**src/rtl/cmr_pkg.sv**
```systemverilog
package cmr_pkg;
    localparam int CTRL_W    = 16;
    localparam int WORD_W    = 2 * CTRL_W;
    localparam int NUM_WORDS = 2;

    typedef logic [CTRL_W-1:0] ctrl_t;

    typedef struct packed {
        ctrl_t mask;
        ctrl_t value;
    } wr_word_t;

    function automatic ctrl_t apply_mask(input ctrl_t cur, input wr_word_t w);
        return (cur & ~w.mask) | (w.value & w.mask);
    endfunction
endpackage

```
**src/rtl/cmr_wr_decode.sv**
```systemverilog
module cmr_wr_decode #(
    parameter int NUM_WORDS = 2,
    parameter int ADDR_W    = 1
) (
    input  logic                 clk,
    input  logic                 rst,
    input  logic                 wr_en,
    input  logic [ADDR_W-1:0]    addr,
    output logic [NUM_WORDS-1:0] we
);
    always_comb begin
        we = '0;
        for (int i = 0; i < NUM_WORDS; i++) begin
            if (wr_en && addr == ADDR_W'(i)) we[i] = 1'b1;
        end
    end


    one_strobe_chk: assert property (@(posedge clk) disable iff (rst) $onehot0(we));
endmodule

```
**src/rtl/cmr_word.sv**
```systemverilog
module cmr_word
    import cmr_pkg::*;
(
    input  logic     clk,
    input  logic     rst,
    input  logic     we,
    input  wr_word_t wdata,
    output ctrl_t    ctrl
);
    always_ff @(posedge clk) begin
        if (rst)     ctrl <= '0;
        else if (we) ctrl <= apply_mask(ctrl, wdata);
    end


    idle_hold_chk: assert property (@(posedge clk) disable iff (rst)
        !we |=> $stable(ctrl));

    masked_take_chk: assert property (@(posedge clk) disable iff (rst)
        we |=> ((ctrl & $past(wdata.mask)) == ($past(wdata.value) & $past(wdata.mask))));

    unmasked_hold_chk: assert property (@(posedge clk) disable iff (rst)
        we |=> (((ctrl ^ $past(ctrl)) & ~$past(wdata.mask)) == '0));
endmodule

```
**src/rtl/cmr_read_mux.sv**
```systemverilog
module cmr_read_mux
    import cmr_pkg::*;
#(
    parameter int NUM_WORDS = 2,
    parameter int ADDR_W    = 1
) (
    input  logic [ADDR_W-1:0]           addr,
    input  ctrl_t [NUM_WORDS-1:0]       words,
    output logic [WORD_W-1:0]           rd_data
);
    ctrl_t sel;

    always_comb begin
        sel = '0;
        for (int i = 0; i < NUM_WORDS; i++) begin
            if (addr == ADDR_W'(i)) sel = words[i];
        end
        rd_data = {{(WORD_W-CTRL_W){1'b0}}, sel};
    end


    always_comb begin
        upper_zero_chk: assert (rd_data[WORD_W-1:CTRL_W] == '0);
    end
endmodule

```
**src/rtl/ctrl_mask_regs.sv**
```systemverilog
module ctrl_mask_regs
    import cmr_pkg::*;
#(
    parameter int N_WORDS = NUM_WORDS,
    localparam int ADDR_W = (N_WORDS > 1) ? $clog2(N_WORDS) : 1,
    localparam int EN_W   = N_WORDS * CTRL_W
) (
    input  logic              clk,
    input  logic              rst,
    input  logic              wr_en,
    input  logic [ADDR_W-1:0] addr,
    input  logic [WORD_W-1:0] wr_data,
    output logic [WORD_W-1:0] rd_data,
    output logic [EN_W-1:0]   enables
);
    logic [N_WORDS-1:0]  we;
    ctrl_t [N_WORDS-1:0] words;
    wr_word_t            wword;

    assign wword = wr_word_t'(wr_data);

    cmr_wr_decode #(.NUM_WORDS(N_WORDS), .ADDR_W(ADDR_W)) u_dec (
        .clk(clk), .rst(rst), .wr_en(wr_en), .addr(addr), .we(we)
    );

    for (genvar g = 0; g < N_WORDS; g++) begin : g_word
        cmr_word u_word (
            .clk(clk), .rst(rst), .we(we[g]), .wdata(wword), .ctrl(words[g])
        );
        assign enables[g*CTRL_W +: CTRL_W] = words[g];
    end

    cmr_read_mux #(.NUM_WORDS(N_WORDS), .ADDR_W(ADDR_W)) u_rd (
        .addr(addr), .words(words), .rd_data(rd_data)
    );
endmodule

```
**config.mk**
```make
export PLATFORM = sky130hd
export DESIGN_NAME = ctrl_mask_regs
export DESIGN_NICKNAME = d
export VERILOG_FILES = /design/src/rtl/cmr_pkg.sv /design/src/rtl/cmr_wr_decode.sv /design/src/rtl/cmr_word.sv /design/src/rtl/cmr_read_mux.sv /design/src/rtl/ctrl_mask_regs.sv
export SDC_FILE = /design/constraint.sdc
export NUM_CORES = 1
export LEC_CHECK = 0
export BUFFER_PORTS_ARGS = -buffer_cell sky130_fd_sc_hd__clkbuf_2
export CORE_ASPECT_RATIO = 2
export CORE_MARGIN = 3
export CORE_UTILIZATION = 30
export CTS_CLUSTER_DIAMETER = 100
export DETAILED_ROUTE_END_ITERATION = 6
export PLACE_DENSITY = 0.54
export SYNTH_ARGS = -nofsm -noshare
export SYNTH_HDL_FRONTEND = slang
export SYNTH_HIERARCHICAL = 1
export SYNTH_SLANG_ARGS = --single-unit
```
**constraint.sdc**
```tcl
create_clock -name clk -period 1 [get_ports clk]
set_input_delay 0.05 -clock clk [delete_from_list [all_inputs] [get_ports clk]]
set_output_delay 0.05 -clock clk [all_outputs]
set_load 0.01 [all_outputs]
```
### After elaboration in Yosys (flattened, before gate mapping)

Cells that the tools add are included.
W data, S select, Z words.

* bits of input ports: 36
* bits in registers: 32
* logic and storage cells: 14

* bitwise gates (word level): 7
* multiplexer cells: 3
* reductions and logical operators: 2

Operators with widths (number)
* $and A16 B16 Y16: 3
* $or A16 B16 Y16: 2
* $mux W16: 1
* $not A16 Y16: 1
* $logic_and A1 B1 Y1: 2
* $mux W1: 2
* $not A1 Y1: 1

### Longest topological paths before layout

Gate-level depths: netlist of the first run.

* depth in word-level cells: 3
* gate-level depth with buffers: 4
* depth with buffers taken out: 3

### Cells and area by module

The synthesis of the first run kept the hierarchy.

By module, submodules not included
* cmr_word: area an instance 710.7 um^2, seq. area each 320.3 um^2, instances 2, cells an instance 69
* cmr_read_mux: area an instance 372.9 um^2, seq. area each 0.0 um^2, instances 1, cells an instance 35
* cmr_wr_decode: area an instance 16.3 um^2, seq. area each 0.0 um^2, instances 1, cells an instance 2

### Worst setup path before layout of the first run

No wires, ideal clock.

* path kind: flip-flop to flip-flop
* start point: register with a tool-made name
* end point: register with a tool-made name
* stages on the path, launching flop included: 3
* path buffers: 0
* path slack: 0.230 ns
* data arrival time: 0.701 ns
* clock period less this slack: 0.770 ns
* cells stage by stage: dfxtp_1 -> a21bo_2 -> a21oi_1

==> out/qor.csv, run 1 <==
metric,value,unit
status,"complete, but fails checks",
failing checks,setup timing,
hold buffer count at cts,0,
port buffer count,83,
worst-path cell chain,mux2_4 -> buf_8,
Hold Path Class,in -> reg,
largest net degree at the start of global routing,33,
Clock Path Buffers,2,
CP Launch Type,flop,
final hold vios,0,
routed len/inst,14.37,um
DIE AREA,7059,um2
main flop type after synthesis,dfxtp_1,
area grow syn2layout,45.96,%
"Slowest-stage cell, CP",dfxtp_2,
Final nets,317,
post-synth cell types,16,
Initial Util,0.3144,
initial antenna violation count,0,
number of synthesized flops with an enable pin,0,
Post-Synthesis Cells,175,
clock root buffer,clkbuf_16,
Pre-antenna DRT Iters,4,
Total GRT Usage,0.1446,
Post-DP HPWL,3446,um
I/O pin cnt,100,
filler instances,590,
Seq cells post-synth,32,
Synth Area per Inst,10.35,um2
Synth top area share,0.3538,
Mapped Area,1810,um2
dominant cells by area after synthesis,"dfxtp_1 (35%), a21bo_1 (15%), nand3_1 (8.8%)",
worst vdd ir,0.0007014,V
post-route setup slack,-0.04422,ns
Remaining DRCs,0,
CTS tree,done,
Ys Warns,6,
P_leak,0.001264,uW
core area,5758,um2
Site Rows,39,
Slew @ Worst Pin,0.6043,ns
setup TNS,-0.4137,ns
max cap viols,0,
commonest cells in the netlist,"dfxtp_1 (32), nand3_1 (32), a21bo_1 (28), a21oi_1 (18), buf_4 (16)",
DR vias,1625,
fin crit share,1.044,
H-tree levels,2,
"Clk Latency, worst-skew pair",0.27,ns
Chip Height,115.9,um
fmax,957.7,MHz
global-route wire length before repair,7569,um
antenna fix cells,0,
final instance area,2643,um2
Async SR Flop Fraction,0,
final wirelength,4915,um
Layout Skew,0,ns
Tmin final,1.044,ns
layout cells sized above 1,0.6584,
post-synthesis sequential area ratio,0.3538,
RD Place Congestion,0.7411,
Worst setup EP type,primary output,
crit path max fanout,2,
CTS Sinks,32,
Detailed Route Iter0 Violations,19,
max-slew violations,0,
RSZ-0062 raised after global routing,yes,
CP arrival,0.99,ns
"slowest stage delay, CP",0.32,ns
total grt overflow,0,
Yosys top cell by area,dfxtp_1,
final setup violation count,17,
clock-pin slew on the worst setup and hold paths,0.05,ns
Pwr Density,1265,nW/um2
Routed Antenna Nets,0,
relative slew slack,0.5972,
crit path kind,reg -> out,
vias in the first global route,1541,
Post-DP Area,2195,um2
vias per cell,4.751,
DIE WIDTH,60.93,um
WP data required,0.95,ns
total clock buffers created by CTS,5,
cell type report:
type / count / area, um2 / area share
clock buffers: 6 / 128.9 / 0.04877
clock inverters: 1 / 5.005 / 0.001894
multi-input cells: 130 / 1006 / 0.3807
flip-flops and latches: 32 / 679.4 / 0.2571
well taps: 61 / 76.32 / 0.02888
repair buffers: 112 / 747.0 / 0.2827
critical path, delay by kind of cell (launching register included):
family | cells | cell delay [ns]
buffers and inverters | 1 | 0.13
muxes | 1 | 0.27
DFF | 1 | 0.32
path summary, 6_finish.rpt:
check | from | to | slack (ns) | cells after the start
max | flop | rd_data[1] | -0.04 | 2
min | wr_data[15] | flop | 0.02 | 3
max reg2reg | flop | flop | 0.09 | 4
min reg2reg | flop | flop | 0.58 | 2
cell usage in the layout, fill, tap and decap left out:
cell	instances
a21oi_1	18
clkbuf_2	72
buf_6	9
clkbuf_16	5
clkbuf_1	1
and2b_2	1
dfxtp_2	31
buf_4	26
mux2_2	1
conb_1	16
and2_2	1
buf_8	2
a21oi_2	14
dfxtp_1	1
clkinv_2	1
nand3_1	32
mux2_4	15
buf_12	3
a21bo_1	28
a21bo_2	4
per-stage QoR:
stage                     instances  setup slack [ns]    util  hold slack, ns  total power (uW)
after floorplan                 190            0.2296       -          0.1975              1712
after global placement          311          -0.08662  0.3811          0.3039              1865
after detailed placement        311           -0.1223  0.3811          0.3089              1870
after CTS                       339          -0.05519  0.4431        0.009525              3372
after global routing            342          -0.06690  0.4589         0.01555              3498
final                           342          -0.04422  0.4589         0.01634              3344
power breakdown:
part | internal, uW | switching, uW
clock | 903 | 516
combinational | 283 | 288
sequential | 1330 | 26.5
total | 2510 | 831
repair_timing:
| item | in CTS | in global routing |
|---|---|---|
| resized for setup | 32 | 27 |
| buffers inserted | 21 | 3 |
| endpoints found under the hold margin | 0 | 0 |
| setup endpoints to repair | 16 | 16 |
| gates cloned | 0 | 0 |
kinds of logic after synthesis:
| kind of cell | share of synthesized area |
|---|---|
| other | 0.002071 |
| DFF | 0.3538 |
| AOI/OAI and AO/OA | 0.2944 |
| muxes | 0.1202 |
| buffers and inverters | 0.1320 |
| and+or+nand+nor | 0.09744 |
layer usage:
| layer | up-vias | track usage | share of wire |
|---|---|---|---|
| met2 | 58 | 0.2695 | 0.57 |
| met4 | 0 | 0.06512 | 0.020 |
| met1 | 753 | 0.1509 | 0.35 |
| met5 | - | 0 | 0 |
| met3 | 7 | 0.02118 | 0.053 |
| li1 | 807 | - | - |
Note: power is estimated with default switching activity, not from simulation.
==> run 2, diff against run 1 <==
--- a/config.mk
+++ b/config.mk
@@ -8,10 +8,10 @@
 export BUFFER_PORTS_ARGS = -buffer_cell sky130_fd_sc_hd__clkbuf_2
 export CORE_ASPECT_RATIO = 2
 export CORE_MARGIN = 3
-export CORE_UTILIZATION = 30
+export CORE_UTILIZATION = 34
 export CTS_CLUSTER_DIAMETER = 100
 export DETAILED_ROUTE_END_ITERATION = 6
-export PLACE_DENSITY = 0.54
+export PLACE_DENSITY = 0.6
 export SYNTH_ARGS = -nofsm -noshare
 export SYNTH_HDL_FRONTEND = slang
 export SYNTH_HIERARCHICAL = 1
==> run 2 against run 1 <==
The flow still finishes with violations (setup timing). Sequential cell count unchanged. Core utilization up 3.9 points. Wire length decreased by 6.8%. Register-to-register slack improved by 0.07 ns.
==> out/qor.csv, run 2 (synthesis gave the netlist of run 1 again) <==
metric,value,unit
status,"complete, but fails checks",
failing checks,setup timing,
"Slowest-stage cell, CP",dfxtp_2,
Chip Height,109.2,um
Final nets,316,
CTS Sinks,32,
internal power,2080,uW
global-route wire length before repair,7314,um
worst-path cell chain,mux2_4 -> buf_6,
crit path kind,reg -> out,
area of the multi-input gates,1002,um2
Hold Path Class,in -> reg,
routed len/inst,13.55,um
Pwr Density,1111,nW/um2
post-route setup slack,-0.04663,ns
P_leak,0.001227,uW
final setup violation count,16,
total clock buffers created by CTS,5,
Post-Place Cells,311,
clock-pin slew on the worst setup and hold paths,0.06,ns
Site Rows,37,
I/O pin cnt,100,
Tmin final,1.047,ns
DIE WIDTH,57.60,um
Initial Util,0.3523,
H-tree levels,2,
final hold vios,0,
clock root buffer,clkbuf_8,
setup TNS,-0.5149,ns
RD Place Congestion,0.7437,
layout cells sized above 1,0.6464,
CTS tree,done,
max-slew violations,0,
Post-DP HPWL,3250,um
initial antenna violation count,0,
"Clk Latency, worst-skew pair",0.28,ns
Layout Skew,0,ns
worst vdd ir,0.0009270,V
switching pwr,764.7,uW
Reg power frac,0.475,
total grt overflow,0,
max cap viols,0,
clock share of power,0.326,
filler instances,520,
"commonest non-fill, non-tap cell in the layout",clkbuf_2,
Routed Antenna Nets,0,
combinational share of power,0.199,
final wirelength,4580,um
"CP delay by family, top",flip-flops,
Pre-antenna DRT Iters,4,
Total GRT Usage,0.1499,
DR vias,1653,
hold buffer count at cts,0,
port buffer count,83,
Sw Share,0.2688,
Register Area,675.6,um2
fin crit share,1.047,
core area,5139,um2
most frequent cells in the layout,"clkbuf_2 (74), nand3_1 (32), a21bo_1 (28), dfxtp_2 (28), buf_4 (24)",
CP arrival,1.00,ns
Finished Layout Cells,338,
Worst setup EP type,primary output,
crit path max fanout,3,
Worst Path Buf+Inv,1,
largest net degree at the start of global routing,33,
fmax,955.5,MHz
RSZ-0062 raised after global routing,yes,
CP Launch Type,flop,
DIE AREA,6290,um2
WP data required,0.95,ns
"slowest stage delay, CP",0.33,ns
Remaining DRCs,0,
Clock Path Buffers,2,
Detailed Route Iter0 Violations,46,
vias in the first global route,1583,
antenna fix cells,0,
area grow syn2layout,41.40,%
vias per cell,4.891,
-- run 2: cell count changes in the layout (fill, tap and decap cells not counted), moves of 3 or more --
cell	before	now
dfxtp_2	31	28
clkbuf_8	0	5
dfxtp_1	1	4
clkbuf_16	5	0
-- run 2: worst reg2reg max path, cell delays in order (launching register included) --
cell	delay (ns)
dfxtp_2	0.34
buf_4	0.11
a21bo_1	0.20
a21oi_2	0.12
-- run 2: stage by stage --
stage          cell area [um2]  setup WS [ns]  total power, uW  utilization  hold WS (ns)
2_1_floorplan             1867         0.2296             1712            -        0.1975
3_3_place_gp              2226        0.04242             1875       0.4332        0.3050
3_5_place_dp              2226        0.01554             1881       0.4332        0.3111
4_1_cts                   2481       -0.05849             2864       0.4828      0.003792
5_1_grt                   2560       -0.07011             2986       0.4982       0.01311
6_report                  2560       -0.04663             2845       0.4982       0.01159
-- run 2: routing by layer --
| layer | up-vias | track usage | wire [um] |
|---|---|---|---|
| met2 | 58 | 0.2840 | 2625 |
| met1 | 783 | 0.1556 | 1629 |
| met5 | - | 0 | 0 |
| met4 | 0 | 0.05970 | 77 |
| met3 | 5 | 0.02844 | 247 |
| li1 | 807 | - | - |
-- run 2: final timing paths --
| check | from | end | slack (ns) | cells past startpoint |
|---|---|---|---|---|
| worst min register to register | flop | flop | 0.58 | 2 |
| worst max-delay path | flop | rd_data[12] | -0.05 | 2 |
| worst max register to register | flop | flop | 0.16 | 3 |
| worst min-delay path | wr_data[10] | flop | 0.01 | 3 |
-- run 2: final cells by class --
class,count,share of cell area
multi-input combinational,130,0.3915
timing repair buffer,111,0.2859
sequential,32,0.2639
clock buffer,6,0.02835
tap,58,0.02835
clock inverter,1,0.001955
-- run 2: what timing repair did --
| action | 4_1_cts | 5_1_grt |
|---|---|---|
| resized for setup | 26 | 24 |
| cloned | 0 | 0 |
| endpoints found under the hold margin | 0 | 0 |
| buffers inserted | 19 | 1 |
| endpoints found under the setup margin | 16 | 16 |
-- run 2: power by group through the flow --
stage	combinational, uW	sequential [uW]	clock (uW)
after floorplan	322	1390	0
after global placement	497	1380	0
after detailed placement	503	1380	0
after CTS	549	1350	965
after global routing	617	1360	1010
final	567	1350	927
